--- config.mk ---
export PLATFORM = sky130hd
export DESIGN_NAME = uart_rx_recover
export DESIGN_NICKNAME = d
export VERILOG_FILES = /design/src/rtl/uart_rx_pkg.sv /design/src/rtl/rx_sync2.sv /design/src/rtl/rx_sample_timer.sv /design/src/rtl/rx_majority.sv /design/src/rtl/uart_rx_recover.sv
export SDC_FILE = /design/constraint.sdc
export NUM_CORES = 1
export LEC_CHECK = 0
export ABC_CLOCK_PERIOD_IN_PS = 4100
export BUFFER_PORTS_ARGS = -buffer_cell sky130_fd_sc_hd__buf_4
export CORE_MARGIN = 1.5
export CORE_UTILIZATION = 25
export DETAILED_ROUTE_END_ITERATION = 8
export PLACE_DENSITY = 0.39
export SYNTH_ARGS = -nofsm -noshare
export SYNTH_HDL_FRONTEND = slang
export SYNTH_HIERARCHICAL = 1
export SYNTH_SLANG_ARGS = --single-unit
--- constraint.sdc ---
create_clock -name clk -period 4.1 [get_ports clk]
set_clock_uncertainty 0.15 [all_clocks]
set_input_delay 0.205 -clock clk [delete_from_list [all_inputs] [get_ports clk]]
set_output_delay 0.205 -clock clk [all_outputs]
set_load 0.01 [all_outputs]
--- src/rtl/uart_rx_pkg.sv ---
package uart_rx_pkg;
  typedef enum logic [1:0] {
    RX_IDLE  = 2'd0,
    RX_START = 2'd1,
    RX_DATA  = 2'd2,
    RX_STOP  = 2'd3
  } rx_state_e;
endpackage

--- src/rtl/rx_sync2.sv ---
module rx_sync2 #(
  parameter logic RESET_VAL = 1'b1
) (
  input  logic clk,
  input  logic rst_n,
  input  logic d,
  output logic q
);
  logic meta_q;
  logic sync_q;

  always_ff @(posedge clk or negedge rst_n) begin
    if (!rst_n) begin
      meta_q <= RESET_VAL;
      sync_q <= RESET_VAL;
    end else begin
      meta_q <= d;
      sync_q <= meta_q;
    end
  end

  assign q = sync_q;
endmodule

--- src/rtl/rx_sample_timer.sv ---
module rx_sample_timer #(
  parameter int SAMPLES_NORMAL = 16,
  localparam int CW = $clog2(SAMPLES_NORMAL + 1)
) (
  input  logic          clk,
  input  logic          rst_n,
  input  logic          tick,
  input  logic          start,
  input  logic          busy,
  input  logic          dbl,
  output logic [CW-1:0] cur,
  output logic          vote_a,
  output logic          vote_b,
  output logic          vote_c
);
  localparam logic [CW-1:0] SPB_N = CW'(SAMPLES_NORMAL);
  localparam logic [CW-1:0] SPB_D = CW'(SAMPLES_NORMAL / 2);

  logic [CW-1:0] pos_q, pos_d;
  logic [CW-1:0] spb, vfirst;

  assign spb    = dbl ? SPB_D : SPB_N;
  assign vfirst = spb >> 1;
  assign cur    = (pos_q >= spb) ? CW'(1) : pos_q + CW'(1);
  assign vote_a = (cur == vfirst);
  assign vote_b = (cur == vfirst + CW'(1));
  assign vote_c = (cur == vfirst + CW'(2));

  always_comb begin
    pos_d = pos_q;
    if (start)              pos_d = CW'(1);
    else if (!busy)         pos_d = '0;
    else if (tick)          pos_d = cur;
  end

  always_ff @(posedge clk or negedge rst_n) begin
    if (!rst_n) pos_q <= '0;
    else        pos_q <= pos_d;
  end

  // the position never passes the normal bit length
  assert_pos_range_R4: assert property (@(posedge clk) disable iff (!rst_n)
    pos_q <= SPB_N);
  // in double speed the position stays within 8-sample bits
  assert_dbl_range_R5: assert property (@(posedge clk) disable iff (!rst_n)
    (busy && dbl && !start) |-> pos_q <= SPB_D);
  // without a tick the position does not move mid-frame
  assert_hold_no_tick_R2: assert property (@(posedge clk) disable iff (!rst_n)
    (busy && !tick && !start) |=> $stable(pos_q));
endmodule

--- src/rtl/rx_majority.sv ---
module rx_majority (
  input  logic clk,
  input  logic rst_n,
  input  logic tick,
  input  logic cap_a,
  input  logic cap_b,
  input  logic din,
  output logic vote
);
  logic a_q, b_q, a_d, b_d;

  always_comb begin
    a_d = a_q;
    b_d = b_q;
    if (tick && cap_a) a_d = din;
    if (tick && cap_b) b_d = din;
  end

  always_ff @(posedge clk or negedge rst_n) begin
    if (!rst_n) begin
      a_q <= 1'b1;
      b_q <= 1'b1;
    end else begin
      a_q <= a_d;
      b_q <= b_d;
    end
  end

  assign vote = (a_q & b_q) | (a_q & din) | (b_q & din);

  // two agreeing stored samples decide the bit whatever the third is
  assert_pair_decides_R4: assert property (@(posedge clk) disable iff (!rst_n)
    (a_q == b_q) |-> (vote == a_q));
endmodule

--- src/rtl/uart_rx_recover.sv ---
module uart_rx_recover
  import uart_rx_pkg::*;
#(
  parameter int DATA_W         = 8,
  parameter int SAMPLES_NORMAL = 16
) (
  input  logic              clk,
  input  logic              rst_n,
  input  logic              rxd_i,
  input  logic              os_tick_i,
  input  logic              dbl_speed_i,
  output logic [DATA_W-1:0] data_o,
  output logic              valid_o,
  output logic              frame_err_o
);
  localparam int CW = $clog2(SAMPLES_NORMAL + 1);
  localparam int BW = (DATA_W > 1) ? $clog2(DATA_W) : 1;
  localparam logic [BW-1:0] LAST_BIT = BW'(DATA_W - 1);

  initial assert (DATA_W >= 5 && DATA_W <= 9);

  rx_state_e         state_q, state_d;
  logic [BW-1:0]     bit_q, bit_d;
  logic [DATA_W-1:0] shreg_q, shreg_d, data_q, data_d;
  logic              mode_q, mode_d, prev_q, prev_d;
  logic              valid_q, valid_d, err_q, err_d;

  logic          rxd_s;
  logic          start, busy, vote;
  logic [CW-1:0] cur;
  logic          vote_a, vote_b, vote_c;

  rx_sync2 #(.RESET_VAL(1'b1)) u_sync (
    .clk(clk), .rst_n(rst_n), .d(rxd_i), .q(rxd_s)
  );

  assign busy  = (state_q != RX_IDLE);
  assign start = os_tick_i && !busy && prev_q && !rxd_s;

  rx_sample_timer #(.SAMPLES_NORMAL(SAMPLES_NORMAL)) u_timer (
    .clk(clk), .rst_n(rst_n), .tick(os_tick_i), .start(start), .busy(busy),
    .dbl(mode_q), .cur(cur), .vote_a(vote_a), .vote_b(vote_b), .vote_c(vote_c)
  );

  rx_majority u_vote (
    .clk(clk), .rst_n(rst_n), .tick(os_tick_i && busy), .cap_a(vote_a),
    .cap_b(vote_b), .din(rxd_s), .vote(vote)
  );

  always_comb begin
    state_d = state_q;
    bit_d   = bit_q;
    shreg_d = shreg_q;
    data_d  = data_q;
    mode_d  = mode_q;
    prev_d  = prev_q;
    err_d   = err_q;
    valid_d = 1'b0;
    if (os_tick_i) begin
      prev_d = rxd_s;
      unique case (state_q)
        RX_IDLE: if (start) begin
          state_d = RX_START;
          mode_d  = dbl_speed_i;
        end
        RX_START: if (vote_c) begin
          state_d = vote ? RX_IDLE : RX_DATA;
          bit_d   = '0;
        end
        RX_DATA: if (vote_c) begin
          shreg_d = {vote, shreg_q[DATA_W-1:1]};
          if (bit_q == LAST_BIT) state_d = RX_STOP;
          else                   bit_d   = bit_q + BW'(1);
        end
        RX_STOP: if (vote_c) begin
          state_d = RX_IDLE;
          valid_d = 1'b1;
          err_d   = !vote;
          data_d  = shreg_q;
        end
        default: state_d = RX_IDLE;
      endcase
    end
  end

  always_ff @(posedge clk or negedge rst_n) begin
    if (!rst_n) begin
      state_q <= RX_IDLE;
      bit_q   <= '0;
      shreg_q <= '0;
      data_q  <= '0;
      mode_q  <= 1'b0;
      prev_q  <= 1'b1;
      valid_q <= 1'b0;
      err_q   <= 1'b0;
    end else begin
      state_q <= state_d;
      bit_q   <= bit_d;
      shreg_q <= shreg_d;
      data_q  <= data_d;
      mode_q  <= mode_d;
      prev_q  <= prev_d;
      valid_q <= valid_d;
      err_q   <= err_d;
    end
  end

  assign data_o      = data_q;
  assign valid_o     = valid_q;
  assign frame_err_o = err_q;

  // the valid pulse lasts a single clock
  assert_valid_pulse_R7: assert property (@(posedge clk) disable iff (!rst_n)
    valid_q |=> !valid_q);
  // the word only moves with a valid pulse
  assert_data_hold_R7: assert property (@(posedge clk) disable iff (!rst_n)
    !valid_q |-> $stable(data_q));
  // the error flag only moves with a valid pulse
  assert_err_hold_R8: assert property (@(posedge clk) disable iff (!rst_n)
    !valid_q |-> $stable(err_q));
  // a pulse follows only the stop-bit phase
  assert_valid_after_stop_R7: assert property (@(posedge clk) disable iff (!rst_n)
    valid_q |-> $past(state_q) == RX_STOP);
  // a start bit voted high never reaches the data phase
  assert_glitch_idle_R3: assert property (@(posedge clk) disable iff (!rst_n)
    (state_q == RX_START && os_tick_i && vote_c && vote) |=> state_q == RX_IDLE);
endmodule

==> summary.md, run 1 <==
| Metric | Value |
|---|---|
| RD Place Congestion | `0.755` |
| Crit path DAT | `about 3000 ps` |
| Cell breakdown of the critical path | `inv_1, ha_1, and4b_4, nor3_4, nand3_1, nor2_1, nand4_1, mux2_2` |
| Commonest cells after routing, fill and taps aside | `29 x dfrtp_1, 18 x mux2_2, 14 x buf_4, 7 x nand2_1` |
| Synth-to-layout area growth | `17.0%` |
| Peak supply drop | `between 0.15 and 0.2 mV` |
| Power Density | `between 400 and 500 nW/um^2` |
| Fin worst setup slack | `about 1100 ps` |
| Syn nets | `roughly 150` |
| Vias in the first global route | `around 1100` |
| Critical Path Max Stage Delay | `around 500 ps` |
| Max-Slew Margin vs Limit | `between 60% and 70%` |
| First-pass GRT wire length | `5.41 mm` |
| Critical path type | `flip-flop to flip-flop` |
| Setup TNS | `0 ps` |
| Routed WL per cell | `about 13 microns` |
| Post_cts resized | `0` |
| Skew-Pair Late Insertion Delay | `roughly 280 ps` |
| Slowest CP cell | `nand4_1` |
| CTS Buffer Depth | `2` |
| IO Pins | `15` |
| Max FO, Critical Path | `11` |
| Hold Crit Class | `primary input to flip-flop` |
| Post-Route WL | `3.03 mm` |
| Syn. warnings | `6` |
| Fin. max-slew vios | `0` |
| Final critical-path required period | `~3000 ps` |
| # DRC | `0` |
| GR Util met3 | `approximately 2.5%` |
| Fmax | `334 MHz` |
| Antenna-violating nets left | `0` |
| Die width | `about 85 microns` |
| Htree depth | `2` |
| Critical Path RT | `4110 ps` |
| Min Hold Slack | `139 ps` |
| # diodes | `0` |
| Initial Util | `a little over a quarter` |
| Max-cap violations | `0` |
| Final Hold Vio Count | `0` |
| Setup Buffers After CTS | `0` |
| Mapped Area | `roughly 1700 sq um` |
| Core Util, Final | `30.5%` |
| Clock sink count | `34` |
| Clock transition at path regs | `~70 ps` |
| Initial antenna violation count | `0` |
| Chip Height | `about 85 microns` |
| GRT busiest layer | `met2` |
| Final period util | `between 70% and 80%` |
| Gr ovfl total | `0` |
| Largest net degree at the start of global routing | `35` |
| DPL Wire Length | `roughly 2.1 mm` |
| RSZ-0062 raised after global routing | `false` |
| Post-Synthesis Cells | `between 100 and 150` |
| Register area | `about 860 sq um` |
| Final nets | `roughly 160` |
| Vias per cell | `approximately 4.7` |
| Crit end category | `flip-flop` |
| Vias | `~1100` |
| GR Util All Layers | `9.41%` |
| Fill cells | `approximately 660` |
| Met1 usage | `roughly an eighth` |
| Core area | `6390 sq um` |
| # setup viols final | `0` |
| TritonCTS clock tree | `yes` |
| Initial DRC count | `26` |
| Met2 GRT Util | `between 10% and 20%` |
| LEAKAGE | `~0.94 nW` |
| Status | `complete, no violations` |
| Drt first pass iters | `4` |
| Slew @ Worst Pin | `~540 ps` |
| Synth Area per Inst | `approximately 12 sq um` |
| Pre-CTS setup slack | `~1100 ps` |
| DIE AREA | `7160 sq um` |
| Commonest non-fill, non-tap cell in the layout | `dfrtp_1` |
| Buffers added on ports | `14` |
| FP Rows | `29` |
| CP startpoint kind | `flip-flop` |
| Footprint of the multi-input gates | `approximately 750 sq um` |
| CTS root buf | `clkbuf_8` |
| Layout cells sized above 1 | `a little over a third` |
| Num CTS Buffers | `5` |
==> flip-flops by register name (all words and copies together), names as in the netlist, 3 cells and up, named ones only <==
| signal | flops |
|---|---|
| bit_q | 3 |
| data_o | 8 |
| u_timer/pos_q | 5 |
| shreg_q | 8 |
==> where the power goes <==
part           total [mW]  leakage, nW  switching, mW  internal, mW
logic               0.231        0.440          0.122         0.109
registers           0.427        0.448         0.0523         0.375
clock network       0.253       0.0482          0.118         0.135
total               0.911        0.936          0.292         0.619
==> stage by stage <==
| stage | cell area (sq um) | cells | total power, mW |
|---|---|---|---|
| 2_1_floorplan | 1670 | 135 | 0.615 |
| 3_3_place_gp | 1830 | 220 | 0.662 |
| 3_5_place_dp | 1830 | 220 | 0.663 |
| 4_1_cts | 1950 | 231 | 0.927 |
| 5_1_grt | 1950 | 231 | 0.973 |
| 6_report | 1950 | 231 | 0.911 |
==> worst max-delay path, delay by kind of cell, from the launching register on <==
family | cells | cell delay (ps)
multiplexers | 1 | 450
AND/OR/NAND/NOR | 5 | 1460
buffers and inverters | 1 | 90
flip-flops | 1 | 450
adder cells (fa/ha/maj) | 1 | 280
==> layout make-up <==
type	instances	area share [%]
clock inverter	1	0.257
clock buffer	7	4.43
multi-input combinational	90	38.6
inverter	5	0.962
timing repair buffer	17	6.93
sequential	34	43.9
tap	77	4.94
==> metal layers <==
metal  routed length [microns]  part of all wire (%)
met1                      1360                    45
met2                      1540                    51
met3                       114                   3.8
met4                        18                  0.59
met5                         0                     0
==> what timing repair did <==
| action | in CTS | in global routing |
|---|---|---|
| endpoints found under the setup margin | 0 | 0 |
| hold buffers | 3 | 0 |
| hold endpoints to repair | 31 | 0 |
==> final timing paths <==
path                       slack (ps)               end  depth (start not counted)              from
max in group asynchronous        3210        u_vote/a_q                          2             rst_n
setup / recovery                 1110         data_o[0]                          8  u_timer/pos_q[3]
min in group asynchronous         260        shreg_q[7]                          2             rst_n
hold / removal                    140  u_timer/pos_q[1]                          3         os_tick_i
hold reg to reg                   210          u_sync/q                          0     u_sync/meta_q
setup reg to reg                 1110         data_o[0]                          8  u_timer/pos_q[3]
Power figures use the tool's default switching activity.
==> run 2: changes to the inputs <==
--- a/config.mk
+++ b/config.mk
@@ -5,12 +5,12 @@
 export SDC_FILE = /design/constraint.sdc
 export NUM_CORES = 1
 export LEC_CHECK = 0
-export ABC_CLOCK_PERIOD_IN_PS = 4100
+export ABC_CLOCK_PERIOD_IN_PS = 2600
 export BUFFER_PORTS_ARGS = -buffer_cell sky130_fd_sc_hd__buf_4
 export CORE_MARGIN = 1.5
 export CORE_UTILIZATION = 25
 export DETAILED_ROUTE_END_ITERATION = 8
-export PLACE_DENSITY = 0.39
+export PLACE_DENSITY = 0.4
 export SYNTH_ARGS = -nofsm -noshare
 export SYNTH_HDL_FRONTEND = slang
 export SYNTH_HIERARCHICAL = 1
==> constraint.sdc (replaced) <==
create_clock -name clk -period 2.6 [get_ports clk]
set_clock_uncertainty 0.15 [all_clocks]
set_input_delay 0.13 -clock clk [delete_from_list [all_inputs] [get_ports clk]]
set_output_delay 0.13 -clock clk [all_outputs]
set_load 0.01 [all_outputs]
==> summary.md, run 2 (synthesis results as in run 1) <==
| Metric | Value |
|---|---|
| Initial DRC count | `37 (+42%)` |
| DIE AREA | `7160 sq um (unchanged)` |
| RSZ-0062 raised after global routing | `false` |
| Final period util | `93.7% (+21 points)` |
| Die width | `84.6 microns (unchanged)` |
| Max-cap violations | `0 (unchanged)` |
| Post-Route WL | `3.24 mm (+6.9%)` |
| Gr ovfl total | `0 (unchanged)` |
| Clock transition at path regs | `70 ps (about the same)` |
| Synth-to-layout area growth | `21.7%` |
| Final Hold Vio Count | `0 (unchanged)` |
| Buffers added on ports | `14 (unchanged)` |
| Antenna-violating nets left | `0 (unchanged)` |
| CP startpoint kind | `flip-flop` |
| Max FO, Critical Path | `6 (-5)` |
| Crit path top cell by count | `buf_4` |
| # diodes | `0 (unchanged)` |
| Critical Path RT | `2620 ps (-1490 ps)` |
| Critical path type | `flip-flop to flip-flop` |
| Num CTS Buffers | `5 (unchanged)` |
| Skew-Pair Late Insertion Delay | `280 ps (about the same)` |
| RD Place Congestion | `0.691 (-8.4%)` |
| Htree depth | `2 (unchanged)` |
| Switch share | `32.7% (+0.60 points)` |
| CTS Buffer Depth | `2 (unchanged)` |
| Drt first pass iters | `4 (unchanged)` |
| Psw | `494 uW (+69%)` |
| TritonCTS clock tree | `yes` |
| Final Total Pwr | `1.51 mW (+66%)` |
| IO Pins | `15 (unchanged)` |
| Routed WL per cell | `13.7 microns (+4.2%)` |
| Vias in the first global route | `1125 (-1.1%)` |
| Fin. max-slew vios | `0 (unchanged)` |
| Vias per cell | `4.59 (-2.7%)` |
| Flop pwr share | `44.6% (-2.3 points)` |
| Initial antenna violation count | `0 (unchanged)` |
| Int Power | `1.02 mW (+65%)` |
| Max-Slew Margin vs Limit | `70.1% (+6.4 points)` |
| Inst Count DP | `226 (+2.7%)` |
| LEAKAGE | `0.977 nW (+4.3%)` |
| Core area | `6390 sq um (unchanged)` |
| Cell breakdown of the critical path | `ha_1, and4b_4, nor3_4, nand3_1, nor2_2, buf_4, nand4_1, buf_4, mux2_2` |
| Setup TNS | `0 ps (unchanged)` |
| Initial Util | `26.1% (unchanged)` |
| Crit path DAT | `2460 ps (-540 ps)` |
| Slew @ Worst Pin | `448 ps (-94.7 ps)` |
| Final critical-path required period | `2440 ps (-555 ps)` |
| Clock sink count | `34 (unchanged)` |
| Setup Buffers After CTS | `0 (unchanged)` |
| Final nets | `170 (+3.7%)` |
| Crit end category | `flip-flop` |
| Largest net degree at the start of global routing | `35 (unchanged)` |
| GR Util All Layers | `9.71% (+0.30 points)` |
| Chip Height | `84.6 microns (unchanged)` |
| Power Density | `746 nW/um^2 (+60%)` |
| DPL Wire Length | `2.18 mm (+3.7%)` |
| Clk pwr share | `26.5% (-1.3 points)` |
| Layout cells sized above 1 | `41.9% (+5.5 points)` |
| Post-route insts no fill | `237 (+2.6%)` |
| # DRC | `0 (unchanged)` |
| Comb power frac | `28.9% (+3.6 points)` |
| Slowest CP cell | `dfrtp_2` |
| CTS root buf | `clkbuf_8` |
| # setup viols final | `0 (unchanged)` |
| Commonest non-fill, non-tap cell in the layout | `dfrtp_1` |
| Commonest cells after routing, fill and taps aside | `27 x dfrtp_1, 19 x buf_4, 18 x mux2_2, 7 x nand2_1, 6 x clkbuf_8` |
| Vias | `1088 (-0.18%)` |
| R2r setup slk | `160 ps (-940 ps)` |
| Hold Crit Class | `primary input to flip-flop` |
| First-pass GRT wire length | `5.40 mm (-0.13%)` |
| Critical Path Max Stage Delay | `450 ps (-50 ps)` |
| Fmax | `411 MHz (+23%)` |
| FP Rows | `29 (unchanged)` |
| Peak supply drop | `0.260 mV (+65%)` |
| Status | `complete, no violations` |
==> run 2: cell count changes in the layout (fill, tap and decap cells not counted), sizes merged <==
cell	before	now
buf	14	20
==> run 2: repair_timing <==
action                     CTS  global route
hold buffers                 3             0
resized for setup            0             8
setup endpoints to repair    0            19
hold endpoints to repair    36             0
==> run 2: final timing paths <==
path / cells past startpoint / startpoint / endpoint
max: 9 / mode_q / data_o[2]
min: 3 / os_tick_i / state_q[0]
max reg2reg: 9 / mode_q / data_o[2]
min reg2reg: 0 / u_sync/meta_q / u_sync/q
max in group asynchronous: 2 / rst_n / prev_q
min in group asynchronous: 2 / rst_n / data_o[3]
==> run 2: cell type report <==
type,count,area [sq um]
Sequential cell,34,860
Clock inverter,1,5.00
Clock buffer,7,86.3
Timing Repair Buffer,23,184
Inverter,5,18.8
Fill cell,635,4360
Tap cell,77,96.3
Multi-Input combinational cell,90,778
==> run 2: metrics by stage <==
stage                     hold WS [ps]  setup slack, ps  instance area (sq um)  utilization (%)
after detailed placement         -36.4             79.7                   1870             29.3
after global placement           -46.1              133                   1870             29.3
final                             76.3              164                   2030             31.8
after floorplan                   -316             64.7                   1670                -
after CTS                         61.3             18.5                   2000             31.3
after global routing              79.4             17.1                   2030             31.8
==> run 2: worst max-delay path: cells and delay by family (launching register included) <==
kind                       cells  cell delay [ps]
muxes                          1              260
buffers and inverters          2              360
and+or+nand+nor                5              800
adders and majority gates      1              300
DFF                            1              450
==> run 2: power by group through the flow <==
stage | clock network [mW] | registers [mW] | logic (mW)
after global routing | 0.451 | 0.685 | 0.479
final | 0.401 | 0.674 | 0.437
after detailed placement | 0 | 0.674 | 0.422
after floorplan | 0 | 0.648 | 0.322
after global placement | 0 | 0.669 | 0.423
after CTS | 0.429 | 0.664 | 0.431
==> run 2: metal layers <==
| layer | share of wire, % | routed length, microns | up-vias | GRT usage [%] |
|---|---|---|---|---|
| li1 | - | - | 528 | - |
| met4 | 2.6 | 84 | 0 | 5.87 |
| met5 | 0 | 0 | - | 0 |
| met2 | 46 | 1510 | 19 | 15.0 |
| met1 | 47 | 1520 | 532 | 11.8 |
| met3 | 4.0 | 129 | 9 | 3.05 |
